[src/rtl/pic_cmd_pkg.sv]
package pic_cmd_pkg;

  typedef enum logic [1:0] {
    SEQ_IDLE   = 2'd0,
    SEQ_VBASE  = 2'd1,
    SEQ_THIRD  = 2'd2,
    SEQ_FOURTH = 2'd3
  } seq_state_e;

  typedef enum logic [2:0] {
    OP_ROT_CLR = 3'd0,
    OP_EOI     = 3'd1,
    OP_NOP     = 3'd2,
    OP_SEOI    = 3'd3,
    OP_ROT_SET = 3'd4,
    OP_REOI    = 3'd5,
    OP_SETPRI  = 3'd6,
    OP_RSEOI   = 3'd7
  } op_e;

  typedef struct packed {
    logic init;
    logic ctl;
    logic cmd;
    logic reg_wr;
    op_e  op;
  } wr_kind_t;

endpackage

[src/rtl/pic_wr_decode.sv]
module pic_wr_decode
  import pic_cmd_pkg::*;
#(
  parameter int DW = 8
) (
  input  logic          wr,
  input  logic          addr,
  input  logic [DW-1:0] wdata,
  output wr_kind_t      kind
);

  logic a0_wr;

  always_comb begin
    a0_wr       = wr && !addr;
    kind.init   = a0_wr && wdata[4];
    kind.ctl    = a0_wr && !wdata[4] && wdata[3];
    kind.cmd    = a0_wr && !wdata[4] && !wdata[3];
    kind.reg_wr = wr && addr;
    kind.op     = op_e'(wdata[7:5]);
  end

endmodule

[src/rtl/pic_init_seq.sv]
module pic_init_seq
  import pic_cmd_pkg::*;
#(
  parameter int DW    = 8,
  parameter int LINES = 8,
  localparam int LW   = $clog2(LINES)
) (
  input  logic          clk,
  input  logic          rst_n,
  input  logic          init_go,
  input  logic          reg_wr,
  input  logic [DW-1:0] wdata,
  output logic [DW-1:0] mask_q,
  output logic [DW-1:0] vbase_q,
  output logic          aeoi_q,
  output logic          nested_q,
  output logic          busy
);

  localparam logic [DW-1:0] VB_KEEP = ~DW'(LINES - 1);

  seq_state_e state_q;
  logic       need4_q;

  always_ff @(posedge clk) begin
    if (!rst_n) begin
      state_q  <= SEQ_IDLE;
      need4_q  <= 1'b0;
      mask_q   <= '0;
      vbase_q  <= '0;
      aeoi_q   <= 1'b0;
      nested_q <= 1'b0;
    end else if (init_go) begin
      state_q  <= SEQ_VBASE;
      need4_q  <= wdata[0];
      mask_q   <= '0;
      vbase_q  <= '0;
      aeoi_q   <= 1'b0;
      nested_q <= 1'b0;
    end else if (reg_wr) begin
      case (state_q)
        SEQ_IDLE:   mask_q <= wdata;
        SEQ_VBASE: begin
          vbase_q <= wdata & VB_KEEP;
          state_q <= SEQ_THIRD;
        end
        SEQ_THIRD:  state_q <= need4_q ? SEQ_FOURTH : SEQ_IDLE;
        SEQ_FOURTH: begin
          nested_q <= wdata[4];
          aeoi_q   <= wdata[1];
          state_q  <= SEQ_IDLE;
        end
        default:    state_q <= SEQ_IDLE;
      endcase
    end
  end

  assign busy = (state_q != SEQ_IDLE);


  init_enter_chk: assert property (@(posedge clk) disable iff (!rst_n)
    init_go |=> (state_q == SEQ_VBASE) && (mask_q == '0));


  vbase_align_chk: assert property (@(posedge clk) disable iff (!rst_n)
    (reg_wr && !init_go && state_q == SEQ_VBASE) |=>
      (vbase_q[LW-1:0] == '0) && (state_q == SEQ_THIRD));


  mask_load_chk: assert property (@(posedge clk) disable iff (!rst_n)
    (reg_wr && !init_go && state_q == SEQ_IDLE) |=> (mask_q == $past(wdata)));

endmodule

[src/rtl/pic_service.sv]
module pic_service
  import pic_cmd_pkg::*;
#(
  parameter int LINES = 8,
  localparam int LW   = $clog2(LINES)
) (
  input  logic             clk,
  input  logic             rst_n,
  input  logic             init_go,
  input  logic             cmd_go,
  input  op_e              op,
  input  logic [LW-1:0]    cmd_line,
  input  logic             ack_stb,
  input  logic [LW-1:0]    ack_line,
  input  logic             aeoi,
  input  logic             poll_clr,
  input  logic [LW-1:0]    poll_line,
  output logic [LINES-1:0] isr_q,
  output logic [LW-1:0]    base_q,
  output logic             rot_q
);

  logic [LINES-1:0] isr_n;
  logic [LW-1:0]    base_n;
  logic             rot_n;
  logic             hi_found;
  logic [LW-1:0]    hi_line;
  logic [LW-1:0]    scan_idx;

  // rotating scan: first set in-service bit from base upward
  always_comb begin
    hi_found = 1'b0;
    hi_line  = '0;
    scan_idx = '0;
    for (int k = 0; k < LINES; k++) begin
      scan_idx = base_q + LW'(k);
      if (!hi_found && isr_q[scan_idx]) begin
        hi_found = 1'b1;
        hi_line  = scan_idx;
      end
    end
  end

  always_comb begin
    isr_n  = isr_q;
    base_n = base_q;
    rot_n  = rot_q;
    if (cmd_go) begin
      case (op)
        OP_ROT_CLR: rot_n = 1'b0;
        OP_ROT_SET: rot_n = 1'b1;
        OP_EOI: if (hi_found) isr_n[hi_line] = 1'b0;
        OP_REOI: if (hi_found) begin
          isr_n[hi_line] = 1'b0;
          base_n         = hi_line + LW'(1);
        end
        OP_SEOI:   isr_n[cmd_line] = 1'b0;
        OP_SETPRI: base_n = cmd_line + LW'(1);
        OP_RSEOI: begin
          isr_n[cmd_line] = 1'b0;
          base_n          = cmd_line + LW'(1);
        end
        default: ;
      endcase
    end
    if (poll_clr) isr_n[poll_line] = 1'b0;
    if (ack_stb) begin
      if (!aeoi)      isr_n[ack_line] = 1'b1;
      else if (rot_q) base_n = ack_line + LW'(1);
    end
  end

  always_ff @(posedge clk) begin
    if (!rst_n || init_go) begin
      isr_q  <= '0;
      base_q <= '0;
      rot_q  <= 1'b0;
    end else begin
      isr_q  <= isr_n;
      base_q <= base_n;
      rot_q  <= rot_n;
    end
  end


  eoi_empty_chk: assert property (@(posedge clk) disable iff (!rst_n)
    (cmd_go && (op == OP_EOI || op == OP_REOI) && isr_q == '0 && !ack_stb)
      |=> ($stable(isr_q) && $stable(base_q)));


  seoi_clear_chk: assert property (@(posedge clk) disable iff (!rst_n)
    (cmd_go && (op == OP_SEOI || op == OP_RSEOI) && !ack_stb)
      |=> !isr_q[$past(cmd_line)]);


  setpri_base_chk: assert property (@(posedge clk) disable iff (!rst_n)
    (cmd_go && op == OP_SETPRI && !ack_stb)
      |=> (base_q == $past(cmd_line) + LW'(1)));


  ack_set_chk: assert property (@(posedge clk) disable iff (!rst_n)
    (ack_stb && !aeoi && !init_go) |=> isr_q[$past(ack_line)]);

endmodule

[src/rtl/pic_cmd_port.sv]
module pic_cmd_port
  import pic_cmd_pkg::*;
#(
  parameter int DW    = 8,
  parameter int LINES = 8,
  localparam int LW   = $clog2(LINES)
) (
  input  logic             clk,
  input  logic             rst_n,
  input  logic             bus_addr,
  input  logic             bus_wr,
  input  logic             bus_rd,
  input  logic [DW-1:0]    bus_wdata,
  output logic [DW-1:0]    bus_rdata,
  input  logic             res_hit,
  input  logic [LW-1:0]    res_line,
  input  logic [LINES-1:0] req_vec,
  input  logic             ack_stb,
  output logic [LINES-1:0] req_clr,
  output logic             intr_drop,
  output logic [DW-1:0]    irq_mask,
  output logic [LINES-1:0] in_service,
  output logic [LW-1:0]    prio_base,
  output logic [DW-1:0]    vector_base,
  output logic             auto_eoi,
  output logic             rot_auto_eoi,
  output logic             nested_mode,
  output logic             special_mask,
  output logic             init_busy
);

  wr_kind_t kind;
  logic     poll_armed;
  logic     rd_isr_sel;
  logic     smm_q;
  logic     poll_take;
  logic     poll_clr;

  pic_wr_decode #(.DW(DW)) u_dec (
    .wr    (bus_wr),
    .addr  (bus_addr),
    .wdata (bus_wdata),
    .kind  (kind)
  );

  pic_init_seq #(.DW(DW), .LINES(LINES)) u_seq (
    .clk      (clk),
    .rst_n    (rst_n),
    .init_go  (kind.init),
    .reg_wr   (kind.reg_wr),
    .wdata    (bus_wdata),
    .mask_q   (irq_mask),
    .vbase_q  (vector_base),
    .aeoi_q   (auto_eoi),
    .nested_q (nested_mode),
    .busy     (init_busy)
  );

  pic_service #(.LINES(LINES)) u_svc (
    .clk       (clk),
    .rst_n     (rst_n),
    .init_go   (kind.init),
    .cmd_go    (kind.cmd),
    .op        (kind.op),
    .cmd_line  (bus_wdata[LW-1:0]),
    .ack_stb   (ack_stb),
    .ack_line  (res_line),
    .aeoi      (auto_eoi),
    .poll_clr  (poll_clr),
    .poll_line (res_line),
    .isr_q     (in_service),
    .base_q    (prio_base),
    .rot_q     (rot_auto_eoi)
  );

  assign poll_take = bus_rd && poll_armed;
  assign poll_clr  = poll_take && res_hit;
  assign intr_drop = kind.init;

  always_ff @(posedge clk) begin
    if (!rst_n || kind.init) begin
      poll_armed <= 1'b0;
      rd_isr_sel <= 1'b0;
      smm_q      <= 1'b0;
    end else begin
      if (kind.ctl) begin
        if (bus_wdata[2]) poll_armed <= 1'b1;
        if (bus_wdata[1]) rd_isr_sel <= bus_wdata[0];
        if (bus_wdata[6]) smm_q      <= bus_wdata[5];
      end
      if (poll_take) poll_armed <= 1'b0;
    end
  end

  assign special_mask = smm_q;

  always_comb begin
    req_clr = '0;
    if (poll_clr) req_clr = LINES'(1) << res_line;
  end

  always_comb begin
    bus_rdata = '0;
    if (bus_rd) begin
      if (poll_armed)
        bus_rdata = res_hit ? DW'(res_line) : DW'(LINES - 1);
      else if (bus_addr)
        bus_rdata = irq_mask;
      else
        bus_rdata = rd_isr_sel ? DW'(in_service) : DW'(req_vec);
    end
  end


  poll_once_chk: assert property (@(posedge clk) disable iff (!rst_n)
    (poll_take && !kind.ctl) |=> !poll_armed);


  poll_clear_chk: assert property (@(posedge clk) disable iff (!rst_n)
    (poll_clr && !ack_stb) |=> !in_service[$past(res_line)]);


  init_wipe_chk: assert property (@(posedge clk) disable iff (!rst_n)
    intr_drop |=> (in_service == '0) && (prio_base == '0) && !special_mask && init_busy);

endmodule

[config.mk]
export PLATFORM = sky130hd
export DESIGN_NAME = pic_cmd_port
export DESIGN_NICKNAME = d
export VERILOG_FILES = /design/src/rtl/pic_cmd_pkg.sv /design/src/rtl/pic_wr_decode.sv /design/src/rtl/pic_init_seq.sv /design/src/rtl/pic_service.sv /design/src/rtl/pic_cmd_port.sv
export SDC_FILE = /design/constraint.sdc
export NUM_CORES = 1
export LEC_CHECK = 0
export BUFFER_PORTS_ARGS = -buffer_cell sky130_fd_sc_hd__clkbuf_2
export CAP_MARGIN = 20
export CORE_AREA = 2 2 120 122
export DETAILED_ROUTE_END_ITERATION = 8
export DIE_AREA = 0 0 122 124
export HOLD_SLACK_MARGIN = 0.02
export RECOVER_POWER = 25
export SETUP_SLACK_MARGIN = 0.3
export SLEW_MARGIN = 20
export SYNTH_ARGS = -nofsm -noshare
export SYNTH_HDL_FRONTEND = slang
export SYNTH_HIERARCHICAL = 1
export SYNTH_SLANG_ARGS = --single-unit
[constraint.sdc]
create_clock -name clk -period 4.1 [get_ports clk]
set_clock_uncertainty 0.05 [all_clocks]
set_input_delay 0.82 -clock clk [delete_from_list [all_inputs] [get_ports clk]]
set_output_delay 0.82 -clock clk [all_outputs]
set_load 0.02 [all_outputs]
; Yosys cells after proc, flatten, opt, wreduce, memory -nomap -nowiden
; Index checks and enable logic that the tools add are counted.
[op_classes]
add_sub_neg = 10
n_lt_le_gt_ge = 14
n_eq_ne = 9
shifts = 1
n_mux = 61
n_bitwise = 8
n_reduce_logical = 51
[ops]
columns = op, count
row1 = 8-bit 2-to-1 mux, 10
row2 = 3-bit by 4-bit < comparator with 1-bit output (second input constant), 11
row3 = 3-bit 2-to-1 mux, 14
row4 = 8-bit AND, 3
row5 = 1-bit binary-select mux with 3-bit select, 8
row6 = 8-bit NOT, 3
row7 = 1-bit 2-to-1 mux, 21
row8 = 1-bit logical AND, 18
row9 = 2-bit AND reduction, 9
row10 = 8-bit one-hot mux with 2 select lines, 1
row11 = 3-bit by 1-bit adder with 3-bit output (second input constant), 4
row12 = 3-bit adder (second input constant), 4
row13 = 3-bit == test (second input constant), 4
row14 = 1-bit zero test, 11
row15 = 2-bit OR reduction, 5
row16 = 1-bit demux with 3-bit select, 3
row17 = 3-bit by 1-bit greater-or-equal comparator with 1-bit output (second input constant), 3
row18 = 8-bit bitwise OR, 1
row19 = 1-bit by 3-bit << shifter with 8-bit output (first input constant), 1
row20 = 3-bit by 2-bit adder with 3-bit output (second input constant), 2
row21 = 2-bit one-hot mux with 3 select lines, 1
row22 = 3-bit one-hot mux with 2 select lines, 1
row23 = 2-bit nonzero test, 3
row24 = 2-bit == test (second input constant), 2
row25 = other kinds (11), 11
[totals]
register_bits = 33
wordCells = 167

; Depth between registers and ports, before layout
[logic_depth]
depth_word = 38
ltp_mapped = 15
mapped_depth_nobuf = 12

; Modules after synthesis
; Netlist, hierarchy kept.
[by_module_without_submodules]
columns = module, instances, cells_per_inst, area_per_inst_um2, seq_area_each_um2
row1 = pic_service, 1, 231, 1980.6, 240.2
row2 = pic_init_seq, 1, 96, 849.6, 360.3
row3 = pic_cmd_port, 1, 69, 469.2, 60.1
row4 = pic_wr_decode, 1, 7, 65.1, 0.0

; Worst setup path before layout
; OpenSTA, ideal clock, no wires.
[synth_path]
path_kind = flip-flop to flip-flop
from = reg u_svc.base_q[1]
to = reg u_svc.base_q[1]
setup_ns = 0.091
arrival_time_ns = 3.478
required_time_ns = 3.959
setup_slack_ns = 0.481
stages_incl_launch_ff = 16
period_less_slack_ns = 3.619
cell_sequence = dfxtp_1 > buf_2 > inv_1 > ha_1 > buf_6 > buf_6 > mux2_4 > mux4_2 > and3_4 > o32ai_2 > a32oi_1 > o22a_1 > buf_6 > ha_1 > a41oi_1 > a311oi_1
[synth_between]
elab_chain_cells = 31
elab_cells_between_ends = 60
[synth_rtl]
columns = item, line_no
row1 = from (decl), pic_service.sv:19  ; output logic [LW-1:0] base_q,
row2 = from (signal assigned), pic_service.sv:80  ; base_q <= base_n;
row3 = branches (longest 27 deep; another with 3-bit by 1-bit adder with 3-bit output), n/a
row4 = 3-bit 2-to-1 mux *, pic_service.sv:48  ; if (cmd_go) begin
row5 = 3-bit 2-to-1 mux, pic_service.sv:69  ; else if (rot_q) base_n = ack_line + LW'(1);
row6 = 3-bit 2-to-1 mux, pic_service.sv:68  ; if (!aeoi) isr_n[ack_line] = 1'b1;
row7 = 3-bit 2-to-1 mux *, pic_service.sv:67  ; if (ack_stb) begin
; Mark *: on every way between the ends. The select of a mux whose other input is x is not followed.
; A chain may end at the register's enable or synchronous reset.

; Worst setup path in the final report
[layout_path]
from = reg u_svc.base_q[0]
to = reg u_svc.base_q[1]
[layout_between]
elab_chain_cells = 31
elab_cells_between_ends = 60
[layout_rtl]
columns = item, line_no
row1 = branches (longest 25 deep; another with 3-bit by 1-bit adder with 3-bit output), n/a
row2 = 3-bit 2-to-1 mux *, pic_service.sv:53  ; OP_REOI: if (hi_found) begin
row3 = 3-bit one-hot mux with 2 select lines *, pic_service.sv:49  ; case (op)
row4 = 3-bit 2-to-1 mux *, pic_service.sv:48
row5 = 3-bit 2-to-1 mux, pic_service.sv:69
row6 = 3-bit 2-to-1 mux, pic_service.sv:68
row7 = 3-bit 2-to-1 mux *, pic_service.sv:67
; Marked as above.

==> metrics <==
fill count=approximately 1.5k; IO Count=75; initial core utilization=0.245; GRT Overall Usage=0.144; total CTS buffers=5; Routed WL per cell=16.4 µm; most frequent cells in the layout=nand2_1 (56), clkbuf_2 (54), dfxtp_1 (33), nand3_1 (29), nor2_1 (25); chip height=124 µm; # diodes=0; grt ovf=0; # Post-CTS Setup Buffers=0; die width=122 µm; hold path depth=2; RR Endpoint=u_svc/base_q[1]; Final period util=0.831; yosys warns=6; Setup TNS Final=0 ps; Async SR Flop Fraction=0; DRC=0; Final setup viols=0; global-route wire length before repair=17100 µm; Pwr Total=1040 µW; CP Data Arrival Time=3510 ps; PwrDens=264 nW/µm²; Period minus WS final=~3400 ps; status=completed; Clock Pin Slew Worst Setup and Hold Paths=approximately 60 ps; Yosys top cell area share=0.196; share of cells above drive strength 1=0.259; Final HPWL DP=7990 µm; LEAKAGE=approximately 0.0014 µW; Post-Syn Area=~3400 µm²; area leader, netlist=dfxtp_1; Avg Synthesized Cell Area=8.35 µm²; Peak VDD IR=around 0.14 mV; worst-margin pin slew=roughly 730 ps; top post-synthesis cells by area=dfxtp_1 (20%), mux4_2 (7.4%), nand2_1 (6.2%); RSZ-0062 raised after global routing=false; clk sinks=33; Final #Nets=between 400 and 500; Crit Path Class=reg2reg; initial antenna violation count=0; count of different cell masters after synthesis=79; final hold vios=0; final cell count without fillers=643; CP startpoint kind=flop; R2R cell count=11; CTS tree=done; cts-stage hold buffer count=0; Worst Hold Slack=slightly above 400 ps; dpl cells=635; vias in the first global route=3214; Clk Latency, worst-skew pair=290 ps; R2R setup slack=690 ps; H-tree depth=2; Rows=43; largest net degree at the start of global routing=22; Synth Instances=403; min-delay src=u_seq/vbase_q[3]; MaxCap Viol Count=0; Core Util, Final=0.288; Worst Hold End=u_seq/vbase_q[3]; CP Capture Type=flop; min-delay worst type=reg2reg; Critical Path RT=~4200 ps; IO buf count=between 70 and 80; pins over their slew limit=0; commonest non-fill, non-tap cell in the layout=nand2_1; initial DRC count=222; CP max FO=19; Max clock buf depth=2; FF-to-FF Start=u_svc/base_q[0]; sequential fraction of the synthesis area=0.196; Die ar.=around 15000 µm²; CTS Root Cell=clkbuf_16; drt pass-1 iters=6; slew margin rel.=0.515; ys flop type=dfxtp_1; EDFF count, synth=0; core area=13700 µm²; Yosys reg bits=33; drt via density=about 5.2; RePlAce Congestion=0.873; DRT Wirelength=10500 µm; area grow syn2layout=17.6%; Final ANT Viol Nets=0; max frequency=293 MHz; Vias=3332
[through the flow]
| stage | instance area [µm²] | worst slack [ps] |
|---|---|---|
| floorplan | 3370 | 481 |
| finish | 3960 | 691 |
| detailed placement | 3790 | 416 |
| global route | 3960 | 420 |
| global placement | 3790 | 465 |
| CTS | 3960 | 397 |
[kinds of logic (layout without fill, tap and decap cells)]
kind of cell               count (synthesis)  count (layout)  share of synthesized area
AOI/OAI and AO/OA                         94              94                      0.215
xor gates and xnor gates                   5               5                     0.0130
adders and majority gates                 10              10                     0.0372
buffers and inverters                     39              97                     0.0744
DFF                                       33              33                      0.196
muxes                                     42              42                      0.175
other                                      1               3                    0.00111
and+or+nand+nor                          179             179                      0.287
[worst max-delay path, cell delays in order (launching register included)]
cell,delay (ps)
dfxtp_1,320
buf_4,270
ha_2,420
mux2i_1,140
mux4_2,570
a2bb2oi_2,290
nor2_1,120
a32oi_1,240
o22a_2,280
ha_1,260
a41oi_1,190
a311oi_1,120
[cells in the mapped netlist (2+ instances only)]
cell       number
a21o_1          2
a21oi_1        17
a21oi_2        10
a221oi_1        3
and2_1          5
and2b_2         4
and3_1          5
buf_2           2
buf_4          11
buf_6           8
clkbuf_1        5
dfxtp_1        33
ha_1           10
inv_1          11
mux2_1          4
mux2_2          4
mux2i_1        20
mux4_2         11
nand2_1        56
nand2b_1       13
nand2b_4        2
nand3_1        29
nand3b_1        4
nand4_1         2
nor2_1         25
nor2b_1         9
nor3_1          7
nor4b_2         2
o2111ai_1       5
o21ai_0        15
o21ai_1         5
o221ai_1        6
o22a_1          2
o311ai_0        3
o31a_1          3
or3_1           4
xnor2_1         4
[layer usage]
layer	global-route usage	up-vias	wire [µm]	part of all wire
met4	0.0582	0	313	0.030
met5	0	-	0	0
met3	0.0256	22	560	0.053
met1	0.183	1577	4620	0.44
li1	-	1602	-	-
met2	0.240	131	5040	0.48
[power by group]
group | total [µW] | switching [µW] | internal (µW)
Sequential | 349 | 18.6 | 331
Combinational | 257 | 162 | 95.0
Clock | 438 | 151 | 288
Total | 1040 | 331 | 713
[area by class of cell]
cell class	instances	area [µm²]	area share
Multi-Input combinational cell	333	2480	0.626
Sequential cell	33	661	0.167
Timing Repair Buffer	76	372	0.0940
Tap cell	180	225	0.0569
Clock buffer	5	125	0.0316
Inverter	13	48.8	0.0123
Clock inverter	3	46.3	0.0117
[timing repair]
item	CTS	global route
resized for setup	0	4
setup endpoints to repair	0	2
endpoints found under the hold margin	0	0
[state kept, by name (all words and copies together), names as in the netlist]
name / count
poll_armed: 1
rd_isr_sel: 1
special_mask: 1
u_seq/aeoi_q: 1
u_seq/mask_q: 8
u_seq/need4_q: 1
u_seq/nested_q: 1
u_seq/state_q: 2
u_seq/vbase_q: 5
u_svc/base_q: 3
u_svc/isr_q: 8
u_svc/rot_q: 1
[worst max path at each step]
| stage | startpoint | end | slack (ps) | cells after the start |
|---|---|---|---|---|
| 6_report | u_svc/base_q[0] | u_svc/base_q[1] | 690 | 11 |
| 4_1_cts | u_svc/base_q[0] | u_svc/base_q[1] | 400 | 11 |
| 3_3_place_gp | u_svc/base_q[0] | u_svc/base_q[1] | 470 | 11 |
| 3_5_place_dp | u_svc/base_q[0] | u_svc/base_q[1] | 420 | 11 |
| 5_1_grt | u_svc/base_q[0] | u_svc/base_q[1] | 420 | 11 |
| 2_1_floorplan | u_svc/base_q[1] | u_svc/base_q[1] | 480 | 15 |
Note: power is estimated with default switching activity, not from simulation.
